<file path="src/rtl/tfe_pkg.sv">
package tfe_pkg;

  typedef enum logic [1:0] {
    MODE_ONE = 2'd0,
    MODE_TWO = 2'd1,
    MODE_MAJ = 2'd2,
    MODE_TMF = 2'd3
  } fix_mode_e;

  // cycles a mode mismatch must persist before the new mode is adopted;
  // exceeds the deepest path so the pipeline is empty at the switch
  localparam int unsigned DRAIN_CYCLES = 5;

  function automatic logic maj3(input logic a, input logic b, input logic c);
    return (a & b) | (a & c) | (b & c);
  endfunction

endpackage

</file>
<file path="src/rtl/tfe_bubble_fix.sv">
module tfe_bubble_fix
  import tfe_pkg::*;
#(
  parameter int unsigned RES = 6
) (
  input  logic                  clk,
  input  logic                  rst,
  input  fix_mode_e             mode,
  input  logic                  in_v,
  input  logic [(1<<RES)-2:0]   in_w,
  input  logic                  in_bub,
  output logic                  out_v,
  output logic [(1<<RES)-2:0]   out_w,
  output logic                  out_bub
);
  localparam int unsigned TW = (1 << RES) - 1;

  // two virtual ones below bit 0, two virtual zeros above the top bit
  logic [TW+3:0] ext;
  logic [TW-1:0] one_w, maj_w, lo_c, hi_c, two_w;

  assign ext = {2'b00, in_w, 2'b11};

  for (genvar i = 0; i < TW; i++) begin : g_bit
    assign one_w[i] = ext[i+2] | (ext[i+1] & ext[i+3]);
    assign maj_w[i] = maj3(ext[i+1], ext[i+2], ext[i+3]);
    assign lo_c[i]  = ext[i+1] | ext[i];
    assign hi_c[i]  = ext[i+3] | ext[i+4];
  end

  // single stage path (modes one, majority, temporal)
  logic          a_v, a_bub;
  logic [TW-1:0] a_w;
  // two stage path (double gap)
  logic          s_v, s_bub, b_v, b_bub;
  logic [TW-1:0] s_w, s_lo, s_hi, b_w;

  always_ff @(posedge clk) begin
    if (rst) begin
      a_v <= 1'b0;
      s_v <= 1'b0;
      b_v <= 1'b0;
    end else begin
      a_v <= in_v && (mode != MODE_TWO);
      s_v <= in_v && (mode == MODE_TWO);
      b_v <= s_v;
    end
  end

  always_ff @(posedge clk) begin
    if (in_v) begin
      a_w   <= (mode == MODE_MAJ) ? maj_w : one_w;
      a_bub <= in_bub;
      s_w   <= in_w;
      s_lo  <= lo_c;
      s_hi  <= hi_c;
      s_bub <= in_bub;
    end
    b_w   <= two_w;
    b_bub <= s_bub;
  end

  assign two_w = s_w | (s_lo & s_hi);

  assign out_v   = (mode == MODE_TWO) ? b_v   : a_v;
  assign out_w   = (mode == MODE_TWO) ? b_w   : a_w;
  assign out_bub = (mode == MODE_TWO) ? b_bub : a_bub;

  // a clean word survives the single stage repair untouched
  p_clean_pass_r3: assert property (@(posedge clk) disable iff (rst)
    (in_v && (mode != MODE_TWO) && ((in_w & (in_w + TW'(1))) == '0))
      |=> (a_w == $past(in_w)))
    else $error("clean word altered by repair");

  // the double gap path holds a sample for exactly two stages
  p_two_depth_r4: assert property (@(posedge clk) disable iff (rst)
    b_v |-> $past(in_v, 2))
    else $error("double gap path latency wrong");

endmodule

</file>
<file path="src/rtl/tfe_time_filter.sv">
module tfe_time_filter
  import tfe_pkg::*;
#(
  parameter int unsigned RES = 6
) (
  input  logic                  clk,
  input  logic                  rst,
  input  fix_mode_e             mode,
  input  logic                  flush,
  input  logic                  in_v,
  input  logic [(1<<RES)-2:0]   in_w,
  input  logic                  in_bub,
  output logic                  out_v,
  output logic [(1<<RES)-2:0]   out_w,
  output logic                  out_bub
);
  localparam int unsigned TW = (1 << RES) - 1;

  logic          active;
  logic [TW-1:0] h1, h2, vote;
  logic          v_v, v_bub, d_v, d_bub;
  logic [TW-1:0] v_w, d_w;

  assign active = (mode == MODE_TMF);
  assign vote   = (in_w & h1) | (in_w & h2) | (h1 & h2);

  // history of the two previous accepted repaired words
  always_ff @(posedge clk) begin
    if (rst || flush) begin
      h1 <= '0;
      h2 <= '0;
    end else if (in_v && active) begin
      h1 <= in_w;
      h2 <= h1;
    end
  end

  always_ff @(posedge clk) begin
    if (rst) begin
      v_v <= 1'b0;
      d_v <= 1'b0;
    end else begin
      v_v <= in_v && active;
      d_v <= v_v;
    end
  end

  always_ff @(posedge clk) begin
    if (in_v && active) begin
      v_w   <= vote;
      v_bub <= in_bub;
    end
    d_w   <= v_w;
    d_bub <= v_bub;
  end

  assign out_v   = active ? d_v   : in_v;
  assign out_w   = active ? d_w   : in_w;
  assign out_bub = active ? d_bub : in_bub;

  // the filter adds exactly two stages
  p_filter_depth_r6: assert property (@(posedge clk) disable iff (rst)
    d_v |-> $past(in_v, 2))
    else $error("temporal filter latency wrong");

endmodule

</file>
<file path="src/rtl/tfe_encoder.sv">
module tfe_encoder #(
  parameter int unsigned RES = 6
) (
  input  logic [(1<<RES)-2:0] word,
  input  logic                gray,
  output logic [RES-1:0]      bin,
  output logic [RES-1:0]      code
);
  localparam int unsigned TW = (1 << RES) - 1;

  // count of ones; equals edge position for a monotonic word
  always_comb begin
    bin = '0;
    for (int i = 0; i < TW; i++) begin
      bin = bin + {{(RES-1){1'b0}}, word[i]};
    end
  end

  assign code = gray ? (bin ^ (bin >> 1)) : bin;

endmodule

</file>
<file path="src/rtl/therm_fix_encoder.sv">
module therm_fix_encoder
  import tfe_pkg::*;
#(
  parameter int unsigned RES = 6
) (
  input  logic                clk,
  input  logic                rst,
  input  logic [(1<<RES)-2:0] therm_i,
  input  logic                valid_i,
  input  logic [1:0]          mode_i,
  input  logic                gray_i,
  output logic [RES-1:0]      code_o,
  output logic                valid_o,
  output logic                bubble_o
);
  localparam int unsigned TW = (1 << RES) - 1;
  localparam int unsigned CW = $clog2(DRAIN_CYCLES + 1);

  // ---------------- mode control ----------------
  fix_mode_e     act_mode;
  logic [CW-1:0] drain_cnt;
  logic          pend, switch_now;

  assign pend       = (mode_i != act_mode);
  assign switch_now = pend && (drain_cnt == CW'(DRAIN_CYCLES - 1));

  always_ff @(posedge clk) begin
    if (rst) begin
      act_mode  <= MODE_ONE;
      drain_cnt <= '0;
    end else if (switch_now) begin
      act_mode  <= fix_mode_e'(mode_i);
      drain_cnt <= '0;
    end else if (pend) begin
      drain_cnt <= drain_cnt + CW'(1);
    end else begin
      drain_cnt <= '0;
    end
  end

  // ---------------- capture stage ----------------
  logic          r_v, r_bub;
  logic [TW-1:0] r_w;

  always_ff @(posedge clk) begin
    if (rst) r_v <= 1'b0;
    else     r_v <= valid_i && !pend;
  end

  always_ff @(posedge clk) begin
    if (valid_i && !pend) begin
      r_w   <= therm_i;
      r_bub <= |(therm_i & (therm_i + TW'(1)));
    end
  end

  // ---------------- repair ----------------
  logic          f_v, f_bub, t_v, t_bub;
  logic [TW-1:0] f_w, t_w;

  tfe_bubble_fix #(.RES(RES)) u_fix (
    .clk    (clk),
    .rst    (rst),
    .mode   (act_mode),
    .in_v   (r_v),
    .in_w   (r_w),
    .in_bub (r_bub),
    .out_v  (f_v),
    .out_w  (f_w),
    .out_bub(f_bub)
  );

  tfe_time_filter #(.RES(RES)) u_filt (
    .clk    (clk),
    .rst    (rst),
    .mode   (act_mode),
    .flush  (switch_now),
    .in_v   (f_v),
    .in_w   (f_w),
    .in_bub (f_bub),
    .out_v  (t_v),
    .out_w  (t_w),
    .out_bub(t_bub)
  );

  // ---------------- encode and retime ----------------
  logic [RES-1:0] enc_bin, enc_code, bin_q;

  tfe_encoder #(.RES(RES)) u_enc (
    .word(t_w),
    .gray(gray_i),
    .bin (enc_bin),
    .code(enc_code)
  );

  always_ff @(posedge clk) begin
    if (rst) begin
      valid_o  <= 1'b0;
      bubble_o <= 1'b0;
      code_o   <= '0;
      bin_q    <= '0;
    end else begin
      valid_o  <= t_v && !pend;
      bubble_o <= t_v && t_bub && !pend;
      if (t_v && !pend) begin
        code_o <= enc_code;
        bin_q  <= enc_bin;
      end
    end
  end

  // back-to-back Gray results one count apart flip a single bit
  p_gray_step_r7: assert property (@(posedge clk) disable iff (rst)
    (valid_o && $past(valid_o) && $past(gray_i) && $past(gray_i, 2)
      && (bin_q == $past(bin_q) + RES'(1)))
      |-> ($countones(code_o ^ $past(code_o)) == 1))
    else $error("Gray step changed more than one bit");

  // no result is released while a mode change is pending
  p_hold_low_r10: assert property (@(posedge clk) disable iff (rst)
    (mode_i != act_mode) |=> !valid_o)
    else $error("result released during mode change");

endmodule

</file>
<file path="config.mk">
export PLATFORM = sky130hd
export DESIGN_NAME = therm_fix_encoder
export DESIGN_NICKNAME = d
export VERILOG_FILES = /design/src/rtl/tfe_pkg.sv /design/src/rtl/tfe_bubble_fix.sv /design/src/rtl/tfe_time_filter.sv /design/src/rtl/tfe_encoder.sv /design/src/rtl/therm_fix_encoder.sv
export SDC_FILE = /design/constraint.sdc
export NUM_CORES = 1
export LEC_CHECK = 0
export BUFFER_PORTS_ARGS = -buffer_cell sky130_fd_sc_hd__buf_2
export CAP_MARGIN = 20
export CORE_AREA = 2 2 222 224
export DETAILED_ROUTE_END_ITERATION = 8
export DIE_AREA = 0 0 224 226
export HOLD_SLACK_MARGIN = 0.15
export PLACE_DENSITY = 0.76
export SLEW_MARGIN = 20
export SYNTH_ARGS = -nofsm -noshare
export SYNTH_HDL_FRONTEND = slang
export SYNTH_SLANG_ARGS = --single-unit
</file>
<file path="constraint.sdc">
create_clock -name clk -period 7.78 [get_ports clk]
set_input_delay 0 -clock clk [delete_from_list [all_inputs] [get_ports clk]]
set_output_delay 0 -clock clk [all_outputs]
set_load 0.02 [all_outputs]
</file>
After elaboration in Yosys (flattened, before gate mapping) --
Cells that the tools add are included.
Word-level totals: register bits 651, input port bits 69, output and inout bits 8, logic and storage cells 495
Operators by class: add/sub/neg operators 64, equality and inequality tests 6, muxes and demuxes 8, bitwise operators 379, reductions and logical operators 12
Operators with widths (count):
- 6-bit by 1-bit adder with 6-bit output | 61
- 63-bit bitwise AND | 4
- 1-bit bitwise OR | 246
- 63-bit 2-to-1 mux | 3
- 63-bit bitwise OR | 3
- 1-bit bitwise AND | 123
- 63-bit by 1-bit adder with 63-bit output, second input constant | 1
- 63-bit by 62-bit bitwise AND with 63-bit output | 1
- 63-bit OR reduction | 1
- 1-bit logical AND | 8
- 6-bit 2-to-1 mux | 1
- 6-bit by 5-bit XOR with 6-bit output | 1
- 2-bit == test, second input constant | 2
- 1-bit 2-to-1 mux | 4
- 3-bit by 1-bit adder with 3-bit output, second input constant | 1
- 3-bit == test, second input constant | 1
- 3-bit OR reduction | 1
- 1-bit by 1-bit adder with 2-bit output | 1
- 2-bit by 1-bit == test with 1-bit output, second input constant | 1
- 2-bit by 1-bit inequality test with 1-bit output, second input constant | 1
- 2-bit inequality test | 1
- 1-bit logical NOT | 1
- 1-bit logical OR | 1
- 1-bit inverter | 1

Depth between registers and ports, before layout --
Gate-level depths: netlist (run 1).
word-level depth 67, gate-level depth with buffers 28, gate-level depth less buffers 26

Modules after synthesis --
From an unflattened synthesis (run 1), not the netlist that was laid out.
Second synthesis, totals: cell total of the unflattened synthesis 1894, area total of the unflattened synthesis 25396.9 um^2
By module, submodules not included:
- tfe_time_filter | times used 1, cells each 766, area each 10457.5 um^2, seq. area each 5765.5 um^2
- tfe_bubble_fix | times used 1, cells each 649, area each 9755.6 um^2, seq. area each 6986.7 um^2
- therm_fix_encoder | times used 1, cells each 285, area each 3368.2 um^2, seq. area each 2202.1 um^2
- tfe_encoder | times used 1, cells each 194, area each 1815.5 um^2, seq. area each 0.0 um^2

Worst setup path before layout (run 1) --
Ideal clock, no wire load.
path kind reg2reg, start point register act_mode[1], end point register code_o[3], library setup time 0.086 ns, arrival 7.520 ns, data required time 7.694 ns, path slack 0.174 ns, cell stages (with the launch flop) 27, path buffers 3, period minus slack after synthesis 7.606 ns, cells stage by stage dfxtp_1 > buf_2 > buf_1 > buf_1 > mux2i_1 > a21oi_1 > ha_1 > fa_1 > fa_1 > fa_1 > fa_1 > fa_1 > fa_1 > fa_1 > inv_1 > fa_1 > inv_1 > ha_1 > inv_1 > fa_1 > inv_1 > a21o_1 > a21oi_1 > xnor2_1 > nand2_1 > xor2_1 > a211oi_1
On the way: longest elaborated chain between the ends 67, elaborated cells on any way between the ends 73, those cells by class add/sub: 62; eq/ne: 3; mux: 5; bitwise: 1; reduce/logical: 2
RTL lines:
- start: declaration | line therm_fix_encoder.sv:20 | fix_mode_e act_mode;
- start signal: assignment | line therm_fix_encoder.sv:32 | act_mode <= fix_mode_e'(mode_i);
- 2-bit by 1-bit == test with 1-bit output | line tfe_bubble_fix.sv:65, tfe_bubble_fix.sv:66
- 63-bit 2-to-1 mux | line tfe_bubble_fix.sv:66 | assign out_w = (mode == MODE_TWO) ? b_w : a_w;
- 63-bit 2-to-1 mux | line tfe_time_filter.sv:58 | assign out_w = active ? d_w : in_w;
- 1-bit by 1-bit adder with 2-bit output | line tfe_encoder.sv:15 | bin = bin + {{(RES-1){1'b0}}, word[i]};
- 6-bit by 1-bit adder with 6-bit output (61 in a row) | line tfe_encoder.sv:15
- 6-bit by 5-bit XOR with 6-bit output | line tfe_encoder.sv:19 | assign code = gray ? (bin ^ (bin >> 1)) : bin;
- 6-bit 2-to-1 mux | line tfe_encoder.sv:19
- end signal: assignment | line therm_fix_encoder.sv:106 | code_o <= enc_code;
- end: declaration | line therm_fix_encoder.sv:12 | output logic [RES-1:0] code_o,
Parallel ways exist; a longest one is shown, timed or not. A chain may end at the register's enable or synchronous reset.

Worst setup path in the final report (run 1) --
start point register act_mode[1], end point register code_o[4]
Same word-level chain as after synthesis.

==> flow_metrics.env, run 1 <==
export IMPL_pre_cts_ws_ps=539
export IMPL_hp_class="in -> reg"
export IMPL_max_cap_viol_count=0
export IMPL_cts_setup_buffers=0
export IMPL_synthSimpleGateAreaFrac=0.0988
export IMPL_tightest_slew_ps=1110
export IMPL_r2r_start="act_mode[1]$_SDFFE_PP0P_"
export IMPL_fmax_ghz=0.137
export IMPL_ys_types=51
export IMPL_cts_sinks=589
export IMPL_critPathLaunch="act_mode[1]$_SDFFE_PP0P_"
export IMPL_cp_end_kind="flip-flop"
export IMPL_avgViaCountPerCell=5.64
export IMPL_area_delta_synth_final_pct=16.5
export IMPL_drive_gt1_frac=0.155
export IMPL_power_frac_comb=0.214
export IMPL_first_pass_iters=7
export IMPL_synth_compound_area_share=0.112
export IMPL_cts_htree_levels=2
export IMPL_syn_area_um2=23900
export IMPL_routed_wirelength_mm=56.8
export IMPL_synth_top_family_by_area="compound AO/OA/AOI/OAI gates"
export IMPL_dieArea_um2=50600
export IMPL_start_util=0.495
export IMPL_critPathSlowestCell="fa_1"
export IMPL_routabilityCongestion=0.897
export IMPL_netlist_top_cells_area="edfxtp_1 (40%), dfxtp_1 (23%), nand2_1 (4.9%), fa_1 (4.4%), o21a_1 (3.8%)"
export IMPL_yosys_top_cells_count="edfxtp_1 (316), nand2_1 (314), dfxtp_1 (273)"
export IMPL_synth_xor_area_share=0.00366
export IMPL_status="complete, no violations"
export IMPL_relSlewSlack=0.257
export IMPL_synth_mux_area_frac=0.0578
export IMPL_cts_tree="done"
export IMPL_portBuffers=76
export IMPL_yosys_register_bits=589
export IMPL_critPathLaunchType="flip-flop"
export IMPL_fin_skew_ps=23.6
export IMPL_seqPwrFrac=0.430
export IMPL_final_min_clock_period_ps=7300
export IMPL_grt_overflow_total=0
export IMPL_intPower_mw=5.70
export IMPL_slew_viol_final=0
export IMPL_arrival_ps=7810
export IMPL_synth_fa_ha_area_frac=0.0791
export IMPL_switching_share=0.267
export IMPL_path_max_fanout=20
export IMPL_synth_cells=1950
export IMPL_grt_first_pass_wirelength_mm=87.5
export IMPL_async_flop_share=0
export IMPL_ctsResizeCount=0
export IMPL_p_switching_mw=2.08
export IMPL_cts_root_buf="clkbuf_16"
export IMPL_clkPwrFrac=0.356
export IMPL_yosys_area_top_type="edfxtp_1"
export IMPL_final_hold_viol_count=0
export IMPL_grt_pass1_vias=16100
export IMPL_clkLatencyLatePin_ps=610
export IMPL_max_stage_delay_ps=650
export IMPL_vias=15700
export IMPL_yosysSeqAreaShare=0.625
export IMPL_clk_pin_slew_ps=60
export IMPL_worstPathRequired_ps=8290
export IMPL_num_rows=81
export IMPL_rsz0062_at_grt="no"
export IMPL_io_pins=77
export IMPL_die_y_um=226
export IMPL_nNetsFinal=2256
export IMPL_setup_viol=0
export IMPL_cts_hold_buffers=93
export IMPL_dpl_hpwl_mm=37.2
export IMPL_fin_crit_sh=0.938
export IMPL_antenna_found_initial=2
export IMPL_syn_num_nets=2088
export IMPL_ant_nets=0
export IMPL_cts_buffer_depth=3
export IMPL_drc=0
export IMPL_cts_made_buffers=56
export IMPL_synth_edf_count=316
export IMPL_fin_setup_tns_ps=0
export IMPL_ir_worst_vdd_mv=0.463
export IMPL_pwr_density_cell_nw_per_um2=279
export IMPL_wl_per_cell_um=20.4
export IMPL_worstSetupPathType="reg -> reg"
export IMPL_synth_ff_type="edfxtp_1"
export IMPL_worstHoldStart="therm_i[59]"
export IMPL_synth_most_common_cell="edfxtp_1"
export IMPL_yosys_warnings=0
export IMPL_grt_usage=0.225
export IMPL_avgSynthCellArea_um2=12.3
export IMPL_cp_common_cell="fa_1"
export IMPL_die_w_um=224
export IMPL_grt_start_max_net_pins=108
export IMPL_p_leak_nw=9.91
export IMPL_core_area_um2=48300
export IMPL_worst_slack_ps=483
export IMPL_synth_top_area_share=0.397
export IMPL_drtIter0Drc=1189
-- critical path, delay by kind of cell, from the launching register on --
| kind | cells | cell delay [ps] |
|---|---|---|
| adder cells (fa/ha/maj) | 9 | 4530 |
| AO/OA/AOI/OAI | 6 | 890 |
| flip-flops | 1 | 580 |
| buffers and inverters | 6 | 560 |
| AND/OR/NAND/NOR | 2 | 320 |
| XOR/XNOR | 1 | 180 |
| multiplexers | 1 | 100 |
-- stage by stage --
| stage | hold slack [ps] | total power [mW] | utilization | instance area (um2) | instances |
|---|---|---|---|---|---|
| floorplan | 71.6 | 4.72 | - | 23900 | 1950 |
| global placement | 215 | 4.99 | 0.517 | 25000 | 2588 |
| detailed placement | 216 | 5.03 | 0.517 | 25000 | 2588 |
| CTS | 151 | 7.82 | 0.575 | 27800 | 2787 |
| global route | 184 | 8.14 | 0.576 | 27800 | 2789 |
| finish | 195 | 7.78 | 0.576 | 27800 | 2790 |
-- logic make-up after synthesis --
kind of cell | Yosys count
simple gates | 519
flops | 589
mux | 130
compound gates | 426
buf+inv | 144
fa+ha+maj | 132
xor+xnor | 10
-- state kept, by name, indices dropped and copies added, names as in the netlist, 2 cells and up --
register    flops
drain_cnt       3
code_o          6
act_mode        2
u_filt.h1      63
u_fix.b_w      63
u_fix.s_w      63
r_w            63
u_fix.s_lo     59
u_filt.d_w     63
u_filt.h2      63
u_fix.s_hi      2
u_filt.v_w     63
u_fix.a_w      63
-- final cells by class --
class	count	area (um2)
clock buffer	82	1620
multi-input combinational	1217	8450
sequential	589	15000
inverter	64	245
clock inverter	24	269
timing repair buffer	190	1510
tap	622	778
antenna	2	5.00
fill	3658	20500
-- worst paths after layout --
path | cells after the start | slack [ps] | endpoint
worst max-delay path | 25 | 480 | code_o[4]$_SDFFE_PP0P_
worst min-delay path | 2 | 200 | r_w[59]$_DFFE_PP_
worst max register to register | 25 | 480 | code_o[4]$_SDFFE_PP0P_
worst min register to register | 0 | 340 | u_filt.d_w[5]$_DFF_P_
-- power groups by stage --
stage,sequential (mW),combinational (mW),clock (mW)
after floorplan,3.41,1.32,0
after CTS,3.34,1.67,2.81
after global placement,3.41,1.58,0
after global routing,3.35,1.86,2.93
final,3.34,1.66,2.77
after detailed placement,3.41,1.62,0
-- placed cells by master (no fill, tap or decap), types with 62 or more instances in the layout --
master and n:
a21o_1 62, a21oi_1 174, buf_2 76, dfxtp_1 270
dlygate4sd3_1 93, edfxtp_1 316, inv_1 63, maj3_1 63
mux2_2 64, mux2i_1 66, nand2_1 314, nor2_1 62
o21a_1 121, or2_2 69
-- per-layer routing --
layer  track usage  wire [um]  share of wire
met3        0.0405       4020          0.071
met1         0.292      23500           0.41
met5             0          0              0
met4         0.103       2190          0.039
met2         0.370      27100           0.48
(Power assumes the default switching activity.)
==> run 2, diff against run 1 <==
- CORE_AREA: 2 2 222 224 -> 2 2 212 214
- DIE_AREA: 0 0 224 226 -> 0 0 214 216
- PLACE_DENSITY: 0.76 -> 0.81
==> run 2 against run 1 <==
Worst hold slack got worse by 18 ps. Highest routed layer unchanged. Clock skew increased by 9.1 ps. Maximum frequency decreased by 0.40%. Utilization increased by 5.7 points. Register-to-register slack got worse by 30 ps. Combinational power about the same. Critical path type unchanged. Critical endpoint unchanged. Sequential share of layout area increased by 0.21 points. Cell area decreased by 0.38%. Critical path depth unchanged. Wire length increased by 1.7%. Sequential cell count unchanged. Non-clock buffer count decreased by 4.
==> flow_metrics.env, run 2 (synthesized netlist as in run 1, its figures left out) <==
export IMPL_wl_per_cell_um=21.0
export IMPL_worstHoldStart="therm_i[39]"
export IMPL_drive_gt1_frac=0.154
export IMPL_final_cells=2752
export IMPL_tightest_slew_ps=1130
export IMPL_ant_nets=0
export IMPL_relSlewSlack=0.238
export IMPL_r2r_start="act_mode[1]$_SDFFE_PP0P_"
export IMPL_p_leak_nw=9.87
export IMPL_grt_pass1_vias=16400
export IMPL_regArea_um2=15000
export IMPL_fmax_ghz=0.136
export IMPL_fin_crit_sh=0.942
export IMPL_cts_sinks=589
export IMPL_die_w_um=214
export IMPL_grt_first_pass_wirelength_mm=89.7
export IMPL_dieArea_um2=46200
export IMPL_first_pass_iters=6
export IMPL_cts_root_buf="clkbuf_16"
export IMPL_rsz0062_at_grt="no"
export IMPL_num_rows=77
export IMPL_cts_setup_buffers=0
export IMPL_rr_worst_depth=25
export IMPL_avgViaCountPerCell=5.78
export IMPL_max_cap_viol_count=0
export IMPL_portBuffers=76
export IMPL_slew_viol_final=0
export IMPL_die_y_um=216
export IMPL_worstPathRequired_ps=8290
export IMPL_grt_overflow_total=0
export IMPL_drc=0
export IMPL_ir_worst_vdd_mv=0.425
export IMPL_multiInputGateArea_um2=8450
export IMPL_fillers=3142
export IMPL_clkLatencyLatePin_ps=620
export IMPL_grt_start_max_net_pins=126
export IMPL_clk_pin_slew_ps=70
export IMPL_hold_path_end="r_w[39]$_DFFE_PP_"
export IMPL_start_util=0.545
export IMPL_vias=15900
export IMPL_routabilityCongestion=0.883
export IMPL_layout_commonest_cell="edfxtp_1"
export IMPL_core_area_um2=43800
export IMPL_nNetsFinal=2251
export IMPL_dpl_hpwl_mm=37.5
export IMPL_pwr_density_cell_nw_per_um2=279
export IMPL_path_max_fanout=18
export IMPL_cts_hold_buffers=92
export IMPL_min_delay_path_depth=2
export IMPL_worstReg2RegEnd="code_o[4]$_SDFFE_PP0P_"
export IMPL_cts_made_buffers=55
export IMPL_cts_buffer_depth=3
export IMPL_fin_setup_tns_ps=0
export IMPL_setup_viol=0
export IMPL_layout_common_cells="edfxtp_1 (316), nand2_1 (314), dfxtp_1 (270), a21oi_1 (174), o21a_1 (121)"
export IMPL_critPathLaunchType="flip-flop"
export IMPL_fin_skew_ps=32.7
export IMPL_drtIter0Drc=1418
export IMPL_ctsResizeCount=0
export IMPL_dp_cells=2555
export IMPL_hp_class="in -> reg"
export IMPL_final_min_clock_period_ps=7330
export IMPL_grt_usage=0.250
export IMPL_io_pins=77
export IMPL_antenna_found_initial=1
export IMPL_area_delta_synth_final_pct=16.0
export IMPL_routed_wirelength_mm=57.7
export IMPL_final_hold_viol_count=0
export IMPL_ff2ff_setup_slack_ps=450
export IMPL_worstSetupPathType="reg -> reg"
export IMPL_status="complete, no violations"
export IMPL_cts_htree_levels=2
export IMPL_arrival_ps=7840
export IMPL_cp_end_kind="flip-flop"
export IMPL_cts_tree="done"
## run 2: worst max-delay path by stage
stage / startpoint / endpoint / slack, ps / depth (start not counted)
final: act_mode[1]$_SDFFE_PP0P_ / code_o[4]$_SDFFE_PP0P_ / 450 / 25
after global routing: act_mode[1]$_SDFFE_PP0P_ / code_o[3]$_SDFFE_PP0P_ / 50 / 27
after CTS: act_mode[1]$_SDFFE_PP0P_ / code_o[4]$_SDFFE_PP0P_ / 430 / 25
after global placement: act_mode[1]$_SDFFE_PP0P_ / code_o[3]$_SDFFE_PP0P_ / 690 / 27
after detailed placement: act_mode[1]$_SDFFE_PP0P_ / code_o[4]$_SDFFE_PP0P_ / 540 / 25
after floorplan: act_mode[1]$_SDFFE_PP0P_ / code_o[3]$_SDFFE_PP0P_ / 170 / 26
## run 2: critical path, stage by stage, from the launching register on
cell,delay [ps]
dfxtp_4,570
buf_4,300
mux2i_1,110
nand2_1,90
o21ai_0,160
fa_1,570
inv_1,60
fa_1,520
inv_1,70
fa_1,420
fa_1,540
inv_1,50
fa_1,480
fa_1,520
fa_1,550
inv_1,50
fa_1,600
inv_1,60
ha_1,290
a21o_1,160
a21oi_1,210
o21bai_1,90
a21oi_1,170
xnor2_1,180
a21oi_1,120
nor4_1,250
## run 2: metrics by stage
step | worst slack [ps] | total power, mW | instance area, um2 | hold WS (ps) | utilization
floorplan | 174 | 4.72 | 23900 | 71.6 | -
global placement | 691 | 4.99 | 24900 | 218 | 0.569
detailed placement | 541 | 5.05 | 24900 | 216 | 0.569
CTS | 433 | 7.77 | 27700 | 151 | 0.632
global route | 50.0 | 8.12 | 27700 | 181 | 0.633
finish | 453 | 7.75 | 27700 | 178 | 0.633
## run 2: routing by layer
metal | up-vias | wire (um) | track usage
met4 | 0 | 2130 | 0.107
met1 | 7798 | 22900 | 0.309
met2 | 707 | 28200 | 0.428
met3 | 139 | 4520 | 0.0529
li1 | 7255 | - | -
met5 | - | 0 | 0
## run 2: area by class of cell
| cell class | instances | share of cell area |
|---|---|---|
| Antenna cell | 1 | 0.0000902 |
| Clock buffer | 72 | 0.0553 |
| Clock inverter | 31 | 0.0110 |
| Inverter | 64 | 0.00884 |
| Multi-Input combinational cell | 1217 | 0.305 |
| Sequential cell | 589 | 0.540 |
| Tap cell | 592 | 0.0267 |
| Timing Repair Buffer | 186 | 0.0539 |
## run 2: where the power goes
part / switching (mW) / internal, mW
Combinational: 0.895 / 0.786
Sequential: 0.0364 / 3.31
Clock: 1.16 / 1.56
